$ cat config.mk
export PLATFORM = sky130hd
export DESIGN_NAME = rfc_ring_client
export DESIGN_NICKNAME = d
export VERILOG_FILES = /design/src/rtl/rfc_pkg.sv /design/src/rtl/rfc_desc_bank.sv /design/src/rtl/rfc_bus_engine.sv /design/src/rtl/rfc_ring_client.sv
export SDC_FILE = /design/constraint.sdc
export NUM_CORES = 1
export LEC_CHECK = 0
export BUFFER_PORTS_ARGS = -buffer_cell sky130_fd_sc_hd__buf_2
export CAP_MARGIN = 15
export CELL_PAD_IN_SITES_DETAIL_PLACEMENT = 1
export CELL_PAD_IN_SITES_GLOBAL_PLACEMENT = 2
export CORE_UTILIZATION = 38
export CTS_CLUSTER_DIAMETER = 150
export DETAILED_ROUTE_END_ITERATION = 12
export PLACE_DENSITY_LB_ADDON = 0.12
export SYNTH_ARGS = -nofsm -noshare
export SYNTH_HDL_FRONTEND = slang
export SYNTH_SLANG_ARGS = --single-unit
$ cat constraint.sdc
create_clock -name clk -period 11.5 [get_ports clk]
set_clock_uncertainty 0.1 [all_clocks]
set_input_delay 1.725 -clock clk [delete_from_list [all_inputs] [get_ports clk]]
set_output_delay 1.725 -clock clk [all_outputs]
set_load 0.02 [all_outputs]
$ cat src/rtl/rfc_pkg.sv
package rfc_pkg;

   typedef enum logic [2:0] {
      OP_INIT  = 3'd0,
      OP_EMPTY = 3'd1,
      OP_FULL  = 3'd2,
      OP_GET   = 3'd3,
      OP_PUT   = 3'd4
   } rfc_op_e;

   typedef enum logic [2:0] {
      ST_IDLE,
      ST_ACQ,
      ST_ISSUE,
      ST_WAIT,
      ST_REL,
      ST_RESP
   } rfc_st_e;

endpackage

$ cat src/rtl/rfc_desc_bank.sv
module rfc_desc_bank #(
   parameter int NUM_CH = 2,
   parameter int ADDR_W = 19,
   parameter int IDX_W  = 8,
   parameter int CH_W   = 1
) (
   input  logic              clk,
   input  logic              rst_n,
   input  logic [CH_W-1:0]   sel,
   input  logic              base_we,
   input  logic [ADDR_W-1:0] base_d,
   input  logic              mask_we,
   input  logic              in_we,
   input  logic              out_we,
   input  logic [IDX_W-1:0]  idx_d,
   output logic [ADDR_W-1:0] base_q,
   output logic [IDX_W-1:0]  mask_q,
   output logic [IDX_W-1:0]  in_q,
   output logic [IDX_W-1:0]  out_q
);

   logic [ADDR_W-1:0] base_a [NUM_CH];
   logic [IDX_W-1:0]  mask_a [NUM_CH];
   logic [IDX_W-1:0]  in_a   [NUM_CH];
   logic [IDX_W-1:0]  out_a  [NUM_CH];

   for (genvar g = 0; g < NUM_CH; g++) begin : g_ch
      logic              hit;
      logic [ADDR_W-1:0] base_r;
      logic [IDX_W-1:0]  mask_r, in_r, out_r;

      assign hit = (sel == CH_W'(g));

      always_ff @(posedge clk) begin
         if (!rst_n) begin
            base_r <= '0;
            mask_r <= '0;
            in_r   <= '0;
            out_r  <= '0;
         end else if (hit) begin
            if (base_we) base_r <= base_d;
            if (mask_we) mask_r <= idx_d;
            if (in_we)   in_r   <= idx_d;
            if (out_we)  out_r  <= idx_d;
         end
      end

      assign base_a[g] = base_r;
      assign mask_a[g] = mask_r;
      assign in_a[g]   = in_r;
      assign out_a[g]  = out_r;
   end

   if (NUM_CH == 1) begin : g_single
      assign base_q = base_a[0];
      assign mask_q = mask_a[0];
      assign in_q   = in_a[0];
      assign out_q  = out_a[0];
   end else begin : g_multi
      assign base_q = base_a[sel];
      assign mask_q = mask_a[sel];
      assign in_q   = in_a[sel];
      assign out_q  = out_a[sel];
   end

endmodule

$ cat src/rtl/rfc_bus_engine.sv
module rfc_bus_engine #(
   parameter int ADDR_W = 19,
   parameter int DATA_W = 8
) (
   input  logic              clk,
   input  logic              rst_n,
   input  logic              go,
   input  logic [ADDR_W-1:0] go_addr,
   input  logic              go_we,
   input  logic [DATA_W-1:0] go_wdata,
   output logic              done,
   output logic [DATA_W-1:0] rdata,
   output logic [ADDR_W-1:0] mem_addr,
   output logic              mem_rd,
   output logic              mem_wr,
   output logic [DATA_W-1:0] mem_wdata,
   input  logic [DATA_W-1:0] mem_rdata,
   input  logic              mem_ack
);

   logic              busy_q, we_q;
   logic [ADDR_W-1:0] addr_q;
   logic [DATA_W-1:0] wdata_q;

   // one strobe held from launch until acknowledge
   always_ff @(posedge clk) begin
      if (!rst_n) begin
         busy_q  <= 1'b0;
         we_q    <= 1'b0;
         addr_q  <= '0;
         wdata_q <= '0;
      end else if (go && !busy_q) begin
         busy_q  <= 1'b1;
         we_q    <= go_we;
         addr_q  <= go_addr;
         wdata_q <= go_wdata;
      end else if (busy_q && mem_ack) begin
         busy_q  <= 1'b0;
      end
   end

   assign mem_addr  = addr_q;
   assign mem_wdata = wdata_q;
   assign mem_rd    = busy_q & ~we_q;
   assign mem_wr    = busy_q &  we_q;
   assign done      = busy_q & mem_ack;
   assign rdata     = mem_rdata;

   AST_ONE_ACCESS: assert property (@(posedge clk) disable iff (!rst_n)
      go |-> !busy_q) else $error("access launched while busy");

endmodule

$ cat src/rtl/rfc_ring_client.sv
module rfc_ring_client
   import rfc_pkg::*;
#(
   parameter int ADDR_W = 19,
   parameter int DATA_W = 8,
   parameter int NUM_CH = 2,
   localparam int CH_W  = (NUM_CH > 1) ? $clog2(NUM_CH) : 1
) (
   input  logic              clk,
   input  logic              rst_n,
   input  logic              cmd_valid,
   output logic              cmd_ready,
   input  logic [2:0]        cmd_op,
   input  logic [CH_W-1:0]   cmd_ch,
   input  logic [ADDR_W-1:0] cmd_base,
   input  logic [DATA_W-1:0] cmd_wdata,
   output logic              res_valid,
   output logic              res_flag,
   output logic [DATA_W-1:0] res_data,
   output logic              bus_req,
   input  logic              bus_gnt,
   output logic [ADDR_W-1:0] mem_addr,
   output logic              mem_rd,
   output logic              mem_wr,
   output logic [DATA_W-1:0] mem_wdata,
   input  logic [DATA_W-1:0] mem_rdata,
   input  logic              mem_ack
);

   if (ADDR_W < 4) begin : g_bad_addr
      $error("ADDR_W must be at least 4");
   end
   if (DATA_W < 2) begin : g_bad_data
      $error("DATA_W must be at least 2");
   end
   if (NUM_CH < 1) begin : g_bad_ch
      $error("NUM_CH must be at least 1");
   end

   rfc_st_e           st_q;
   rfc_op_e           op_q, cmd_op_e;
   logic [CH_W-1:0]   ch_q, sel;
   logic [DATA_W-1:0] wdata_q, data_q;
   logic [1:0]        step_q;
   logic              chk_q, fin_q, flag_q;

   logic [ADDR_W-1:0] cur_base;
   logic [DATA_W-1:0] cur_mask, cur_in, cur_out, nxt_in, nxt_out, idx_d;
   logic              base_we, mask_we, in_we, out_we, base_zero;

   logic              acc_go, acc_we, acc_done;
   logic [ADDR_W-1:0] acc_addr;
   logic [DATA_W-1:0] acc_wdata, acc_rdata;

   assign cmd_op_e  = rfc_op_e'(cmd_op);
   assign sel       = (st_q == ST_IDLE) ? cmd_ch : ch_q;
   assign base_zero = (cur_base == '0);
   assign nxt_in    = (cur_in  + DATA_W'(1)) & cur_mask;
   assign nxt_out   = (cur_out + DATA_W'(1)) & cur_mask;

   rfc_desc_bank #(
      .NUM_CH (NUM_CH),
      .ADDR_W (ADDR_W),
      .IDX_W  (DATA_W),
      .CH_W   (CH_W)
   ) u_bank (
      .clk     (clk),
      .rst_n   (rst_n),
      .sel     (sel),
      .base_we (base_we),
      .base_d  (cmd_base),
      .mask_we (mask_we),
      .in_we   (in_we),
      .out_we  (out_we),
      .idx_d   (idx_d),
      .base_q  (cur_base),
      .mask_q  (cur_mask),
      .in_q    (cur_in),
      .out_q   (cur_out)
   );

   rfc_bus_engine #(
      .ADDR_W (ADDR_W),
      .DATA_W (DATA_W)
   ) u_engine (
      .clk       (clk),
      .rst_n     (rst_n),
      .go        (acc_go),
      .go_addr   (acc_addr),
      .go_we     (acc_we),
      .go_wdata  (acc_wdata),
      .done      (acc_done),
      .rdata     (acc_rdata),
      .mem_addr  (mem_addr),
      .mem_rd    (mem_rd),
      .mem_wr    (mem_wr),
      .mem_wdata (mem_wdata),
      .mem_rdata (mem_rdata),
      .mem_ack   (mem_ack)
   );

   // access address, direction and write byte for the current step
   always_comb begin
      acc_addr = cur_base;
      unique case (op_q)
         OP_INIT:  acc_addr = cur_base - ADDR_W'(3) + ADDR_W'(step_q);
         OP_EMPTY: acc_addr = cur_base - ADDR_W'(2);
         OP_FULL:  acc_addr = cur_base - ADDR_W'(1);
         OP_GET:   acc_addr = chk_q ? cur_base - ADDR_W'(2) :
                              (step_q == 2'd0) ? cur_base + ADDR_W'(cur_out) :
                              cur_base - ADDR_W'(1);
         OP_PUT:   acc_addr = chk_q ? cur_base - ADDR_W'(1) :
                              (step_q == 2'd0) ? cur_base + ADDR_W'(cur_in) :
                              cur_base - ADDR_W'(2);
         default:  acc_addr = cur_base;
      endcase
   end

   assign acc_we    = !chk_q && (((op_q == OP_GET) && (step_q == 2'd1)) || (op_q == OP_PUT));
   assign acc_wdata = (op_q == OP_GET) ? nxt_out : ((step_q == 2'd0) ? wdata_q : nxt_in);
   assign acc_go    = (st_q == ST_ISSUE);

   // local descriptor updates
   always_comb begin
      base_we = (st_q == ST_IDLE) && cmd_valid && (cmd_op_e == OP_INIT);
      mask_we = 1'b0;
      in_we   = 1'b0;
      out_we  = 1'b0;
      idx_d   = acc_rdata;
      if ((st_q == ST_WAIT) && acc_done) begin
         unique case (op_q)
            OP_INIT: begin
               mask_we = (step_q == 2'd0);
               in_we   = (step_q == 2'd1);
               out_we  = (step_q == 2'd2);
            end
            OP_GET: if (!chk_q && step_q == 2'd1) begin
               out_we = 1'b1;
               idx_d  = nxt_out;
            end
            OP_PUT: if (!chk_q && step_q == 2'd1) begin
               in_we = 1'b1;
               idx_d = nxt_in;
            end
            default: ;
         endcase
      end
   end

   // operation sequencer
   always_ff @(posedge clk) begin
      if (!rst_n) begin
         st_q    <= ST_IDLE;
         op_q    <= OP_INIT;
         ch_q    <= '0;
         wdata_q <= '0;
         data_q  <= '0;
         step_q  <= 2'd0;
         chk_q   <= 1'b0;
         fin_q   <= 1'b0;
         flag_q  <= 1'b0;
      end else begin
         unique case (st_q)
            ST_IDLE: if (cmd_valid) begin
               op_q    <= cmd_op_e;
               ch_q    <= cmd_ch;
               wdata_q <= cmd_wdata;
               data_q  <= '0;
               step_q  <= 2'd0;
               fin_q   <= 1'b0;
               flag_q  <= 1'b0;
               chk_q   <= 1'b0;
               unique case (cmd_op_e)
                  OP_INIT: st_q <= (cmd_base == '0) ? ST_RESP : ST_ACQ;
                  OP_EMPTY, OP_FULL, OP_GET, OP_PUT: begin
                     chk_q <= (cmd_op_e == OP_GET) || (cmd_op_e == OP_PUT);
                     if (base_zero) begin
                        flag_q <= 1'b1;
                        st_q   <= ST_RESP;
                     end else begin
                        st_q   <= ST_ACQ;
                     end
                  end
                  default: begin
                     flag_q <= 1'b1;
                     st_q   <= ST_RESP;
                  end
               endcase
            end
            ST_ACQ:   if (bus_gnt) st_q <= ST_ISSUE;
            ST_ISSUE: st_q <= ST_WAIT;
            ST_WAIT: if (acc_done) begin
               st_q <= ST_REL;
               unique case (op_q)
                  OP_INIT:
                     if (step_q != 2'd2) begin
                        step_q <= step_q + 2'd1;
                        st_q   <= ST_ISSUE;
                     end else begin
                        fin_q  <= 1'b1;
                     end
                  OP_EMPTY: begin
                     flag_q <= (acc_rdata == cur_out);
                     fin_q  <= 1'b1;
                  end
                  OP_FULL: begin
                     flag_q <= (acc_rdata == nxt_in);
                     fin_q  <= 1'b1;
                  end
                  OP_GET:
                     if (chk_q) begin
                        chk_q <= (acc_rdata == cur_out);
                     end else if (step_q == 2'd0) begin
                        data_q <= acc_rdata;
                        step_q <= 2'd1;
                        st_q   <= ST_ISSUE;
                     end else begin
                        fin_q  <= 1'b1;
                     end
                  OP_PUT:
                     if (chk_q) begin
                        chk_q <= (acc_rdata == nxt_in);
                     end else if (step_q == 2'd0) begin
                        step_q <= 2'd1;
                        st_q   <= ST_ISSUE;
                     end else begin
                        fin_q  <= 1'b1;
                     end
                  default: fin_q <= 1'b1;
               endcase
            end
            ST_REL: if (!bus_gnt) begin
               step_q <= 2'd0;
               st_q   <= fin_q ? ST_RESP : ST_ACQ;
            end
            ST_RESP: st_q <= ST_IDLE;
            default: st_q <= ST_IDLE;
         endcase
      end
   end

   assign cmd_ready = (st_q == ST_IDLE);
   assign bus_req   = (st_q == ST_ACQ) || (st_q == ST_ISSUE) || (st_q == ST_WAIT);
   assign res_valid = (st_q == ST_RESP);
   assign res_flag  = flag_q;
   assign res_data  = data_q;

   AST_STROBE_IN_TENURE: assert property (@(posedge clk) disable iff (!rst_n)
      (mem_rd || mem_wr) |-> (bus_req && bus_gnt)) else $error("strobe outside tenure");

   AST_IDLE_NO_REQ: assert property (@(posedge clk) disable iff (!rst_n)
      cmd_ready |-> !bus_req) else $error("bus held while idle");

   AST_RESULT_PULSE: assert property (@(posedge clk) disable iff (!rst_n)
      res_valid |=> !res_valid) else $error("result longer than one cycle");

   AST_UNBOUND_TEST: assert property (@(posedge clk) disable iff (!rst_n)
      (res_valid && ((op_q == OP_EMPTY) || (op_q == OP_FULL)) && base_zero) |-> res_flag)
      else $error("unbound channel test not reported true");

endmodule

Word-level counts from Yosys, hierarchy flattened
Cells that the tools add are included.
W data, S select, Z words.
- flip-flop bits (word level): 143
- output and inout port bits: 41
- add/subtract/negate cells: 9
- $lt $le $gt $ge: 1
- equal/unequal tests: 33
- muxes and demuxes: 80
- bitwise logic cells: 8
- reductions and logical operators: 40
- operators by type and width (operator ; count):
    $mux W8 ; 19
    $mux W19 ; 7
    $pmux W19 S5 ; 1
    $add A19 B8 Y19 ; 2
    $logic_not A19 Y1 ; 2
    $sub A19 B2 Y19 const B ; 2
    $pmux W8 S2 ; 2
    $mux W3 ; 10
    $mux W1 ; 21
    $add A19 B2 Y19 ; 1
    $sub A19 B1 Y19 const B ; 1
    $eq A3 B2 Y1 const B ; 6
    $ne A3 B3 Y1 const B ; 6
    $pmux W1 S2 ; 9
    $reduce_and A2 Y1 ; 9
    $add A8 B1 Y8 const B ; 2
    $and A8 B8 Y8 ; 2
    $eq A8 B8 Y1 ; 2
    $ne A2 B2 Y1 const B ; 8
    $pmux W3 S5 ; 1
    $eq A3 B3 Y1 const B ; 4
    $mux W2 ; 6
    $pmux W3 S2 ; 2
    $reduce_and A4 Y1 ; 3
    other kinds (23) ; 43

Longest topological paths before layout
- word-level depth: 13
- gate-level depth with buffers: 21
- mapped depth without buffers: 14

By module
Synthesis repeated with hierarchy kept, for this count alone.
- cell total of the unflattened synthesis: 1476
- area total of the unflattened synthesis: 11389.7 µm²
- by module, submodules not included (module ; instances ; cells each ; area an instance (µm²) ; sequential area each (µm²)):
    rfc_ring_client ; 1 ; 979 ; 6347.3 ; 560.5
    rfc_desc_bank ; 1 ; 361 ; 3793.6 ; 1721.7
    rfc_bus_engine ; 1 ; 136 ; 1248.7 ; 580.6

Worst setup path after synthesis
Ideal clock, no wire load.
- path kind: input -> register
- start: input port cmd_ch
- end: register u_engine.addr_q[15], in the netlist u_engine.mem_addr[15]
- data arrival time: 5.615 ns
- required time: 11.273 ns
- slack: 5.658 ns
- cell stages on the path: 19
- path buffers: 5
- cell sequence: nor4b_4 > nor2_8 > buf_6 > buf_6 > buf_2 > buf_2 > buf_1 > nand2_1 > o21ai_0 > ha_1 > maj3_1 > and4_1 > a311oi_2 > o221ai_2 > or2_0 > or3_1 > o2111ai_1 > o21ai_1 > or3_1
- cells in the longest elaborated chain, start to end: 9
- RTL lines (item ; line ; source):
    start: declaration ; rfc_ring_client.sv:14 ; input logic [CH_W-1:0] cmd_ch,
    $mux W1 * ; rfc_ring_client.sv:56 ; assign sel = (st_q == ST_IDLE) ? cmd_ch : ch_q;
    $not A1 Y2 (implied by the code) * ; rfc_desc_bank.sv:60, rfc_desc_bank.sv:62, rfc_desc_bank.sv:63 ;
    parallel branches: the longest is 6 deep, another holds $sub A19 B2 Y19 ; n/a ;
    $pmux W19 S5 * ; rfc_ring_client.sv:105 ; unique case (op_q)
    end signal: assignment ; rfc_bus_engine.sv:35 ; addr_q <= go_addr;
    end: declaration ; rfc_bus_engine.sv:22 ; logic [ADDR_W-1:0] addr_q;
Every way passes the cells marked *. The select of a mux whose other input is x is not followed.
A chain may end at the register's enable or synchronous reset.

Worst setup path in the final report
- start: input port cmd_ch
- end: register u_engine.addr_q[16], in the netlist u_engine.mem_addr[16]
Same word-level chain as after synthesis.

==> impl_results.md <==
- Status: complete, no violations
- Initial antenna violation count: 0
- CORE AREA: 29900 sq um
- Switching fraction of total power: 48.9%
- Root Buffer: clkbuf_16
- Post-Route Setup TNS: 0 ns
- Clock-pin slew of the registers on the worst-case setup and hold paths: 0.07 ns
- Startpoint class of the critical path: primary input
- CP Capture Type: flop
- Hold slack: about 0.36 ns
- Max-cap viol count: 0
- Final setup vio count: 0
- WL final: 53500 um
- Top post-synthesis cells by area: dfxtp_1 (25%), nand2_1 (8.6%), a21oi_1 (8.0%)
- Syn nets: 1693
- Post-layout minimum cycle time: 5.98 ns
- VDD IR-drop max: 116 uV
- Worst Tran Pin Value: between 1 and 1.5 ns
- Crit path max-delay family: buffers and inverters
- Synth area leader: dfxtp_1
- Buf/Inv on CP: 4
- Logic pwr share: 51.3%
- Number of CTS-inserted buffers: 17
- First drt pass iteration count: 5
- Port Buf Inserts: 84
- Remaining DRCs: 0
- Die height: ~180 um
- Critical Path, Cell by Cell: buf_2, nor4b_4, buf_4, nor2_8, buf_4, mux2i_1, clkinv_1, ha_1, o31ai_1, a211oi_1, a31oi_2, nor3_1, xnor2_1, a221oi_1, or3_1
- Area growth syn-to-layout: 10.5%
- Distinct cells, synth: 99
- Type of the worst min-delay path: flop to flop
- CTS tree: yes
- Clk network pwr share: roughly a quarter
- Crit path arrival time: 6.22 ns
- Iteration-0 DRC Markers: 1479
- Hold-fix buffers, CTS: 0
- Max Clk Rate: 0.167 GHz
- Largest net degree at the start of global routing: 64
- Worst path most repeated cell: buf_4
- Kind of critical path: primary input to flop
- Synthesis Warnings: 0
- Cell area after synthesis: 11600 sq um
- RD Place Congestion: 0.965
- Power per Cell Area: 188 nW/um^2
- Slew Viols, Final: 0
- Cells after Synth: 1628
- CP max FO: 47
- Unrepaired setup endpoints after global routing: false
- Register area share after synthesis: 24.6%
- Post-CTS Setup Inserts: 0
- Post-synth ARST share: 0%
- Post-cts sizing count: 0
- Primary FF master, synth: dfxtp_1
- Top-Level Pins: 85
- Yosys top cell area share: 24.6%
- First-pass GRT wire length: 80200 um
- Vias per cell: 6.48
- Routed Antenna Nets: 0
- WP data required: approximately 12 ns
- Max-slew headroom: a little over a quarter
- Detailed Place HPWL: about 38000 um
- Row cnt: 63
- DR WL/cell: 26.1 um
- Crit-path max cell delay: 0.56 ns
- P_int: 1240 uW
- Htree depth: 4
- Initial cell density of the core: 39.0%
- Post-synth EDFFs: 0
- Post-Syn Area per Cell: 7.15 sq um
- Final Cycle Share: between 50% and 60%
- Die area: 31300 sq um
- Final Hold Vio Count: 0
- Number of global-route vias before repair: roughly 13000
- Antenna Cells: 0
- Maximum clock path buffer count: 2
- CTS sink count: 143
- Total GRT Usage: between 30% and 40%
- Slowest CP cell: buf_4
- Clock latency on the worst-skew pair: 0.47 ns
- Gr ovfl total: 0
- Flop and latch count out of synthesis: ~140
- Reg power frac: 24.1%
- Leak: 0.00482 uW
- NetSw: roughly 1200 uW
- Layout cell share with drive strength beyond 1: 12.4%
- Die X: 177 um
- Total Nets Final: 1708
- Vias: ~13000
sequential cells by signal, summed over array words and instances (netlist names), 2 cells and up:
signal and count:
u_bank.g_ch.base_r 38, u_engine.mem_addr 19, u_bank.g_ch.in_r 16, u_bank.g_ch.mask_r 16
u_bank.g_ch.out_r 16, res_data 8, u_engine.mem_wdata 8, wdata_q 8
op_q 3, st_q 3, step_q 2
path summary, 6_finish.rpt:
check                             from                   endpoint  slack, ns  depth (start not counted)
max reg2reg                    st_q[2]      u_engine.mem_addr[16]       6.20                         14
min          u_bank.g_ch[1].base_r[16]  u_bank.g_ch[1].base_r[16]       0.36                          2
max                             cmd_ch      u_engine.mem_addr[16]       5.52                         15
min reg2reg  u_bank.g_ch[1].base_r[16]  u_bank.g_ch[1].base_r[16]       0.36                          2
final cells by class:
cell class                 count  area (sq um)
clock buffer                  17           425
clock inverter                15           190
fill                        3816         17000
inverter                      29           109
multi-input combinational   1333          8090
sequential                   143          2860
tap                          390           488
timing repair buffer         119           688
per-stage QoR:
step / utilization [%] / setup slack [ns] / power (uW) / cell area, sq um / std cells
2_1_floorplan: - / 5.66 / 1440 / 11600 / 1628
3_3_place_gp: 40.9 / 5.26 / 1780 / 12200 / 2012
3_5_place_dp: 40.9 / 5.12 / 1790 / 12200 / 2012
4_1_cts: 43.0 / 5.59 / 2390 / 12800 / 2044
5_1_grt: 43.0 / 5.25 / 2520 / 12900 / 2046
6_report: 43.0 / 5.52 / 2420 / 12900 / 2046
cell usage after synthesis, types with 10 or more instances:
cell type  count
nand2_1      268
a21oi_1      186
dfxtp_1      143
nor2_1       129
o21ai_0      117
clkbuf_1      80
xnor2_1       54
nand3_1       47
o211ai_1      33
a211oi_1      32
nor3_1        32
mux2i_1       31
a31oi_1       27
nor4_1        27
xor2_1        26
inv_1         22
ha_1          21
a221oi_1      18
buf_2         18
nand4_1       18
and3_1        14
o2111ai_1     13
o221ai_1      13
or3_1         12
a22oi_1       11
mux2_2        11
o31ai_1       11
a221o_1       10
nand2b_1      10
logic make-up after synthesis:
group,share of synthesized area [%]
and+or+nand+nor,24.8
xor gates and xnor gates,6.02
AOI/OAI and AO/OA,31.5
muxes,4.45
buffers and inverters,5.87
adders and majority gates,2.69
DFF,24.6
worst register-to-register path, cell delays in order (launching register included):
cell	delay (ns)
dfxtp_1	0.77
nor4b_4	0.09
buf_4	0.30
nor2_8	0.35
buf_4	0.57
mux2i_1	0.42
clkinv_1	0.32
ha_1	0.44
o31ai_1	0.12
a211oi_1	0.46
a31oi_2	0.38
nor3_1	0.32
xnor2_1	0.15
a221oi_1	0.10
or3_1	0.31
power by group through the flow:
| stage | Sequential (uW) | Clock, uW | Combinational, uW |
|---|---|---|---|
| final | 583 | 594 | 1240 |
| after global routing | 588 | 622 | 1320 |
| after global placement | 591 | 0 | 1190 |
| after detailed placement | 592 | 0 | 1200 |
| after CTS | 581 | 600 | 1200 |
| after floorplan | 586 | 0 | 856 |
placed cells by master, fill, tap and decap left out, types with 31 or more instances in the layout:
cell type,count
nand2_1,268
a21oi_1,186
dfxtp_1,143
nor2_1,129
o21ai_0,117
buf_2,84
xnor2_1,54
nand3_1,47
buf_4,34
o211ai_1,33
nor3_1,32
a211oi_1,32
mux2i_1,31
per-layer routing:
metal | GRT usage, % | wire [um]
met5 | 1.28 | 50
met4 | 10.5 | 1200
met3 | 8.38 | 5070
met2 | 48.2 | 21800
met1 | 50.2 | 25400
No activity file was read; power rests on OpenSTA's default activity.
